$ cat src/rtl/brnpc_pkg.sv
package brnpc_pkg;

  typedef enum logic [3:0] {
    K_SEQ, K_EQ, K_NE, K_LT, K_GE, K_LTU, K_GEU,
    K_ZERO, K_NZERO, K_FLAG0, K_FLAG1, K_JUMP, K_CALL, K_RCALL
  } br_kind_e;

  // byte offsets are at most 26 word bits plus 2
  localparam int OFF_W = 28;

  function automatic logic [OFF_W-1:0] off16_bytes(input logic [31:0] w);
    return {{10{w[25]}}, w[25:10], 2'b00};
  endfunction

  function automatic logic [OFF_W-1:0] off21_bytes(input logic [31:0] w);
    return {{5{w[4]}}, w[4:0], w[25:10], 2'b00};
  endfunction

  function automatic logic [OFF_W-1:0] off26_bytes(input logic [31:0] w);
    return {w[9:0], w[25:10], 2'b00};
  endfunction

endpackage

$ cat src/rtl/brnpc_decode.sv
module brnpc_decode
  import brnpc_pkg::*;
(
  input  logic [31:0]      instr,
  output br_kind_e         kind,
  output logic [OFF_W-1:0] off_bytes,
  output logic             link_req,
  output logic [4:0]       link_dst
);

  logic [5:0] op6;
  assign op6 = instr[31:26];

  always_comb begin
    kind = K_SEQ;
    case (op6)
      6'b010110: kind = K_EQ;
      6'b010111: kind = K_NE;
      6'b011000: kind = K_LT;
      6'b011001: kind = K_GE;
      6'b011010: kind = K_LTU;
      6'b011011: kind = K_GEU;
      6'b010000: kind = K_ZERO;
      6'b010001: kind = K_NZERO;
      6'b010010: begin
        if (instr[9:8] == 2'b00)      kind = K_FLAG0;
        else if (instr[9:8] == 2'b01) kind = K_FLAG1;
        else                          kind = K_SEQ;
      end
      6'b010100: kind = K_JUMP;
      6'b010101: kind = K_CALL;
      6'b010011: kind = K_RCALL;
      default:   kind = K_SEQ;
    endcase
  end

  always_comb begin
    case (kind)
      K_EQ, K_NE, K_LT, K_GE, K_LTU, K_GEU, K_RCALL:
        off_bytes = off16_bytes(instr);
      K_ZERO, K_NZERO, K_FLAG0, K_FLAG1:
        off_bytes = off21_bytes(instr);
      K_JUMP, K_CALL:
        off_bytes = off26_bytes(instr);
      default:
        off_bytes = '0;
    endcase
  end

  always_comb begin
    link_req = 1'b0;
    link_dst = 5'd0;
    if (kind == K_CALL) begin
      link_req = 1'b1;
      link_dst = 5'd1;
    end else if (kind == K_RCALL) begin
      link_req = 1'b1;
      link_dst = instr[4:0];
    end
  end

endmodule

$ cat src/rtl/brnpc_cond.sv
module brnpc_cond
  import brnpc_pkg::*;
#(
  parameter int XLEN  = 64,
  parameter int NFLAG = 8,
  localparam int FIW  = $clog2(NFLAG)
) (
  input  br_kind_e         kind,
  input  logic [XLEN-1:0]  rj_val,
  input  logic [XLEN-1:0]  rd_val,
  input  logic [NFLAG-1:0] flags,
  input  logic [FIW-1:0]   flag_idx,
  output logic             cond_ok
);

  logic eq, slt, ult, rj_zero, flag_bit;

  assign eq       = (rj_val == rd_val);
  assign slt      = ($signed(rj_val) < $signed(rd_val));
  assign ult      = (rj_val < rd_val);
  assign rj_zero  = (rj_val == '0);
  assign flag_bit = flags[flag_idx];

  always_comb begin
    case (kind)
      K_EQ:    cond_ok = eq;
      K_NE:    cond_ok = !eq;
      K_LT:    cond_ok = slt;
      K_GE:    cond_ok = !slt;
      K_LTU:   cond_ok = ult;
      K_GEU:   cond_ok = !ult;
      K_ZERO:  cond_ok = rj_zero;
      K_NZERO: cond_ok = !rj_zero;
      K_FLAG0: cond_ok = !flag_bit;
      K_FLAG1: cond_ok = flag_bit;
      K_JUMP, K_CALL, K_RCALL: cond_ok = 1'b1;
      default: cond_ok = 1'b0;
    endcase
  end

endmodule

$ cat src/rtl/brnpc_target.sv
module brnpc_target
  import brnpc_pkg::*;
#(
  parameter int XLEN = 64
) (
  input  br_kind_e         kind,
  input  logic [XLEN-1:0]  pc,
  input  logic [XLEN-1:0]  rj_val,
  input  logic [OFF_W-1:0] off_bytes,
  input  logic             cond_ok,
  output logic [XLEN-1:0]  seq_pc,
  output logic [XLEN-1:0]  branch_tgt,
  output logic [XLEN-1:0]  next_pc,
  output logic             taken
);

  logic [XLEN-1:0] off_x;
  logic [XLEN-1:0] base;

  generate
    if (XLEN > OFF_W) begin : g_sext
      assign off_x = {{(XLEN-OFF_W){off_bytes[OFF_W-1]}}, off_bytes};
    end else begin : g_trunc
      assign off_x = off_bytes[XLEN-1:0];
    end
  endgenerate

  assign base       = (kind == K_RCALL) ? rj_val : pc;
  assign branch_tgt = base + off_x;
  assign seq_pc     = pc + XLEN'(4);
  assign taken      = cond_ok;
  assign next_pc    = cond_ok ? branch_tgt : seq_pc;

endmodule

$ cat src/rtl/brnpc_unit.sv
module brnpc_unit
  import brnpc_pkg::*;
#(
  parameter int              XLEN     = 64,
  parameter int              NFLAG    = 8,
  parameter logic [XLEN-1:0] RESET_PC = XLEN'(64'h0000_0000_1200_0600),
  localparam int             FIW      = $clog2(NFLAG)
) (
  input  logic             clk,
  input  logic             rst_n,
  input  logic             in_valid,
  input  logic [31:0]      instr,
  input  logic [XLEN-1:0]  rj_val,
  input  logic [XLEN-1:0]  rd_val,
  input  logic [NFLAG-1:0] flags,
  output logic [XLEN-1:0]  cur_pc,
  output logic [XLEN-1:0]  next_pc,
  output logic             taken,
  output logic             link_we,
  output logic [4:0]       link_idx,
  output logic [XLEN-1:0]  link_val
);

  br_kind_e         kind;
  logic [OFF_W-1:0] off_bytes;
  logic             link_req;
  logic [4:0]       link_dst;
  logic             cond_ok;
  logic [XLEN-1:0]  seq_pc;
  logic [XLEN-1:0]  branch_tgt;
  logic [XLEN-1:0]  pc_q;

  brnpc_decode u_dec (
    .instr     (instr),
    .kind      (kind),
    .off_bytes (off_bytes),
    .link_req  (link_req),
    .link_dst  (link_dst)
  );

  brnpc_cond #(.XLEN(XLEN), .NFLAG(NFLAG)) u_cond (
    .kind     (kind),
    .rj_val   (rj_val),
    .rd_val   (rd_val),
    .flags    (flags),
    .flag_idx (instr[5 +: FIW]),
    .cond_ok  (cond_ok)
  );

  brnpc_target #(.XLEN(XLEN)) u_tgt (
    .kind       (kind),
    .pc         (pc_q),
    .rj_val     (rj_val),
    .off_bytes  (off_bytes),
    .cond_ok    (cond_ok),
    .seq_pc     (seq_pc),
    .branch_tgt (branch_tgt),
    .next_pc    (next_pc),
    .taken      (taken)
  );

  always_ff @(posedge clk) begin
    if (!rst_n)        pc_q <= RESET_PC;
    else if (in_valid) pc_q <= next_pc;
  end

  assign cur_pc   = pc_q;
  assign link_idx = link_dst;
  assign link_val = seq_pc;
  assign link_we  = in_valid && link_req && (link_dst != 5'd0);

endmodule

$ cat config.mk
export PLATFORM = sky130hd
export DESIGN_NAME = brnpc_unit
export DESIGN_NICKNAME = d
export VERILOG_FILES = /design/src/rtl/brnpc_pkg.sv /design/src/rtl/brnpc_decode.sv /design/src/rtl/brnpc_cond.sv /design/src/rtl/brnpc_target.sv /design/src/rtl/brnpc_unit.sv
export SDC_FILE = /design/constraint.sdc
export NUM_CORES = 1
export LEC_CHECK = 0
export ABC_AREA = 1
export BUFFER_PORTS_ARGS = -buffer_cell sky130_fd_sc_hd__buf_2
export CORE_UTILIZATION = 35
export CTS_CLUSTER_SIZE = 16
export DETAILED_ROUTE_END_ITERATION = 8
export PLACE_DENSITY_LB_ADDON = 0.2
export SLEW_MARGIN = 30
export SYNTH_ARGS = -nofsm -noshare
export SYNTH_HDL_FRONTEND = slang
export SYNTH_SLANG_ARGS = --single-unit
$ cat constraint.sdc
create_clock -name clk -period 9.9 [get_ports clk]
set_input_delay 2.97 -clock clk [delete_from_list [all_inputs] [get_ports clk]]
set_output_delay 2.97 -clock clk [all_outputs]
set_load 0.02 [all_outputs]
# Word-level counts from Yosys, hierarchy flattened
# Index checks and enable logic that the tools add are counted.
dict set report totals {
  out_inout_bits 199
  reg_bits 64
  word_cells 60
  in_bits 171
}
dict set report classes {
  n_eq_ne 27
  addsub 2
  n_reduce_logical 14
  n_mux 13
  magnitude_cmp 3
}
# operator n
set op_table {}
lappend op_table {{64-bit less-than comparator} 2}
lappend op_table {{64-bit 2-to-1 mux} 2}
lappend op_table {{28-bit case mux with 3 select lines} 1}
lappend op_table {{6-bit by 5-bit equality test with 1-bit output (second input constant)} 12}
lappend op_table {{64-bit by 3-bit adder with 64-bit output (second input constant)} 1}
lappend op_table {{64-bit adder} 1}
lappend op_table {{64-bit equality test} 1}
lappend op_table {{64-bit logical NOT} 1}
lappend op_table {{4-bit case mux with 12 select lines} 1}
lappend op_table {{4-bit equality test (second input constant)} 6}
lappend op_table {{4-bit by 3-bit equality test with 1-bit output (second input constant)} 4}
lappend op_table {{1-bit case mux with 11 select lines} 1}
lappend op_table {{5-bit 2-to-1 mux} 2}
lappend op_table {{4-bit by 2-bit equality test with 1-bit output (second input constant)} 2}
lappend op_table {{4-bit 2-to-1 mux} 2}
lappend op_table {{7-bit OR reduction} 1}
lappend op_table {{1-bit logical NOT} 5}
lappend op_table {{5-bit nonzero test} 1}
lappend op_table {{4-bit by 1-bit equality test with 1-bit output (second input constant)} 1}
lappend op_table {{3-bit by 4-bit less-than comparator with 1-bit output (second input constant)} 1}
lappend op_table {{4-bit OR reduction} 1}
lappend op_table {{1-bit binary-select mux with 3-bit select} 1}
lappend op_table {{1-bit 2-to-1 mux} 3}
lappend op_table {{3-bit OR reduction} 1}
lappend op_table {{4 further kinds} 5}

# Longest topological paths before layout
dict set report depth {
  ltp_word 9
  depth_mapped 31
  ltp_nobuf 29
}

# Modules after synthesis
# A second synthesis with hierarchy kept.
dict set report unflattened {
  cells_unflattened 2862
  area_unflattened_um2 14689.1
}
# module seq_area_each_um2 n_inst area_per_inst_um2 cells_each
set by_module_without_submodules {}
lappend by_module_without_submodules {brnpc_target 0.0 1 9474.1 2013}
lappend by_module_without_submodules {brnpc_unit 1281.2 1 2277.2 285}
lappend by_module_without_submodules {brnpc_cond 0.0 1 2244.7 410}
lappend by_module_without_submodules {brnpc_decode 0.0 1 693.2 154}

# Worst setup path after synthesis
# No wires, ideal clock.
dict set report synth_path {
  path_kind {input-to-output}
  startpoint {input port instr[31]}
  endpoint {output port next_pc[52]}
  arrival_ns 6.523
  cell_stages 29
  path_buffers 4
  path_slack_ns 0.407
  path_cell_list {inv_1 nand2_2 nor2_4 nand2_1 buf_4 inv_2 buf_2 clkbuf_1 clkbuf_1 nand2_1 o21ai_0 ha_1 fa_1 nand3_1 nand2_1 nand3_1 nand2_1 nand2_1 nand2_1 inv_1 o21ai_0 a21oi_1 o21ai_0 nand3_1 nand3_1 nand2_1 nand2_1 nand2_1 nand2_1}
}
dict set report synth_between {
  elab_chain_len 7
  word_cells_on_any_way 35
  cone_classes {add/sub: 1; eq/ne: 25; mux: 5; reduce/logical: 4}
}
# item line
set synth_rtl {}
lappend synth_rtl {{start, declared} brnpc_unit.sv:12} ;# input logic [31:0] instr,
lappend synth_rtl {{6-bit by 5-bit equality test with 1-bit output} brnpc_decode.sv:16} ;# case (op6)
lappend synth_rtl {{4-bit case mux with 12 select lines *} brnpc_decode.sv:16}
lappend synth_rtl {{4-bit by 1-bit equality test with 1-bit output, or another cell as far along} {brnpc_decode.sv:38, brnpc_cond.sv:25}}
lappend synth_rtl {{7-bit OR reduction, or another cell as far along} brnpc_decode.sv:38} ;# case (kind)
lappend synth_rtl {{28-bit case mux with 3 select lines} brnpc_decode.sv:38}
lappend synth_rtl {{64-bit adder} brnpc_target.sv:29} ;# assign branch_tgt = base + off_x;
lappend synth_rtl {{64-bit 2-to-1 mux *} brnpc_target.sv:32} ;# assign next_pc = cond_ok ? branch_tgt : seq_pc;
lappend synth_rtl {{end, declared} brnpc_unit.sv:17} ;# output logic [XLEN-1:0] next_pc,
# Mark *: on every way between the ends. The rest lies on a longest branch, timed or not.

# Final worst setup path
dict set report layout_path {
  startpoint {input port instr[26]}
  endpoint {output port next_pc[41]}
}
# Same word-level chain as after synthesis.

==> impl_metrics.json <==
{
  "antenna_found_initial": 3,
  "cts-root-buf": "clkbuf_16",
  "failed_checks": "design-rule violations",
  "synthTopCellsByArea": "nand2_1 (19%), inv_1 (11%), ha_1 (11%)",
  "area_delta_synth_final_pct": 24.1,
  "hold_ws_ns": 0.581,
  "r2r_start": "cur_pc[2]",
  "muxShareOfSynthArea_pct": 0,
  "hold_class": "reg -> reg",
  "synth_cells": 2281,
  "layout_min_cycle_time_ns": 9.68,
  "fin_total_pwr_mw": 1.41,
  "track_usage_pct": 34.7,
  "async_flop_share_pct": 0,
  "vias_per_cell": 5.29,
  "die_y_um": 193,
  "grt_pass1_wl_um": 94200,
  "end_kind": "output port",
  "layout-drive-gt1-share_pct": 22.6,
  "cts_tree": "built",
  "p_leak_nw": 9.15,
  "synth_compound_area_share_pct": 15.6,
  "grt_max_degree": 67,
  "finClkSkew_ns": 0.00899,
  "ys_seq_area_share_pct": 10.1,
  "dr.pass1.iters": 8,
  "path_common_cell": "nand2_1",
  "design.core.area_um2": 35700,
  "std_cell_rows": 69,
  "synthDistinctLibCells": 53,
  "io_buffers": 369,
  "status": "complete, but fails checks",
  "yosys_warnings": 0,
  "final.period_utilization_pct": 97.7,
  "synth_flop_cell": "dfxtp_1",
  "cts_hold_buf": 0,
  "vdd_drop_max_mv": 0.0803,
  "synthAdderAreaFrac_pct": 10.9,
  "critPathMaxFanout": 11,
  "clk_pin_slew_ns": 0.06,
  "synth_area_um2": 12700,
  "start_kind": "primary input",
  "tightestPinTransition_ns": 0.973,
  "vias": 16600,
  "fmax_ghz": 0.103,
  "dp_hpwl_um": 55900,
  "gr-total-overflow": 0,
  "slew_violations": 0,
  "route.detailed.drc": 20,
  "cpPeakStageDelay_ns": 0.35,
  "clockBufferDepth": 2,
  "synth-simple-area-share_pct": 42.3,
  "cts.sinks": 64,
  "max-cap-violations": 0,
  "cts_buffers": 9,
  "setup_tns_ns": 0,
  "cp_data_arrival_time_ns": 6.71,
  "synth-xor-area-share_pct": 6.55,
  "drt_iter0_markers": 1506,
  "ioPinCount": 370,
  "synth_top_area_share_pct": 19.3,
  "setup_viol": 0,
  "relSlewSlack_pct": 34.5,
  "p_per_area_nw_per_um2": 89.4,
  "fin_nets": 2958,
  "wl_per_cell_um": 20.7,
  "postSynthAreaPerCell_um2": 5.57,
  "dieArea_um2": 37100,
  "routed_wl_um": 65200,
  "startpoint": "instr[26]",
  "fillers": 4093,
  "synth.top_cells.by_count": "nand2_1 (652), inv_1 (382), nor2_1 (181), a21oi_1 (164), o21ai_0 (151)",
  "worstHoldStart": "cur_pc[10]",
  "grt_pass1_vias": 15200,
  "h-tree-depth": 3,
  "hold_viol": 0,
  "clk_latency_ns": 0.38,
  "synth_top_family_by_area": "simple AND/OR/NAND/NOR gates",
  "synth_fp_nets": 2562,
  "synth_edf_count": 0,
  "yosys.area.top_type": "nand2_1",
  "yosysMostFrequentCell": "nand2_1",
  "postRouteAntennaNets": 0,
  "rsz0062_at_grt": "yes",
  "die_x_um": 193,
  "crit_type": "in -> out",
  "place_congestion": 1.01,
  "required_ns": 6.93,
  "largest_reg_flops": 64,
  "synth-seq-cells": 64,
  "start_util_pct": 35.6,
  "slowest_stage": "ha_1"
}
power by group:
part / internal [mW] / leakage [nW] / switching (mW)
clock network: 0.194 / 0.138 / 0.154
registers: 0.278 / 0.529 / 0.0307
logic: 0.235 / 8.48 / 0.518
total: 0.706 / 9.15 / 0.703
area by class of cell:
class / instances / area, µm² / share of cell area, %
antenna: 1 / 2.50 / 0.0159
clock buffer: 10 / 229 / 1.45
clock inverter: 6 / 60.1 / 0.381
inverter: 405 / 1520 / 9.64
multi-input combinational: 1757 / 9670 / 61.3
sequential: 64 / 1280 / 8.13
tap: 461 / 577 / 3.66
timing repair buffer: 440 / 2430 / 15.4
cells by family (layout without fill, tap and decap cells):
kind of cell	Yosys count	after routing
AOI/OAI and AO/OA	371	371
xor gates and xnor gates	95	95
adders and majority gates	110	110
buffers and inverters	460	861
DFF	64	64
other	0	1
and+or+nand+nor	1181	1181
routing by layer:
metal,vias up,routed length (µm),track usage (%)
li1,8101,-,-
met1,7717,30900,51.4
met2,733,27000,50.6
met3,88,5620,6.09
met4,4,1570,9.33
met5,-,33,0
what timing repair did:
action	4_1_cts	5_1_grt
cloned	0	0
pin swaps	0	9
setup endpoints to repair	5	21
gates resized for setup	2	31
buffers inserted	0	6
stage by stage:
stage	std cells	utilization, %	instance area, µm²	setup slack, ns
6_report	3144	44.2	15800	0.223
5_1_grt	3143	44.2	15800	-0.0621
4_1_cts	3137	43.8	15600	0.101
3_5_place_dp	3121	43.0	15300	-0.0930
3_3_place_gp	3121	43.0	15300	-0.00979
2_1_floorplan	2281	-	12700	0.407
worst max-delay path, delay by kind of cell:
family / cells / cell delay [ns]
AOI/OAI and AO/OA: 2 / 0.34
adders and majority gates: 1 / 0.35
and+or+nand+nor: 18 / 2.05
buffers and inverters: 7 / 0.81
xor gates and xnor gates: 1 / 0.18
worst paths after layout:
kind / slack (ns) / cells past startpoint / to
max: 0.22 / 29 / next_pc[41]
min: 0.58 / 2 / cur_pc[10]
max reg2reg: 6.12 / 19 / cur_pc[60]
min reg2reg: 0.58 / 2 / cur_pc[10]
cell usage in the layout (no fill, tap or decap), types with 23 or more instances in the layout:
| master | instances |
|---|---|
| nand2_1 | 649 |
| inv_1 | 381 |
| buf_2 | 367 |
| nor2_1 | 175 |
| a21oi_1 | 159 |
| o21ai_0 | 145 |
| nand3_1 | 126 |
| ha_1 | 108 |
| xor2_1 | 86 |
| buf_4 | 69 |
| dfxtp_1 | 64 |
| nand4_1 | 37 |
| nor4_1 | 34 |
| nor2_2 | 32 |
| nor3_1 | 31 |
| nand2_2 | 31 |
| inv_2 | 23 |
Note: power is estimated with default switching activity, not from simulation.
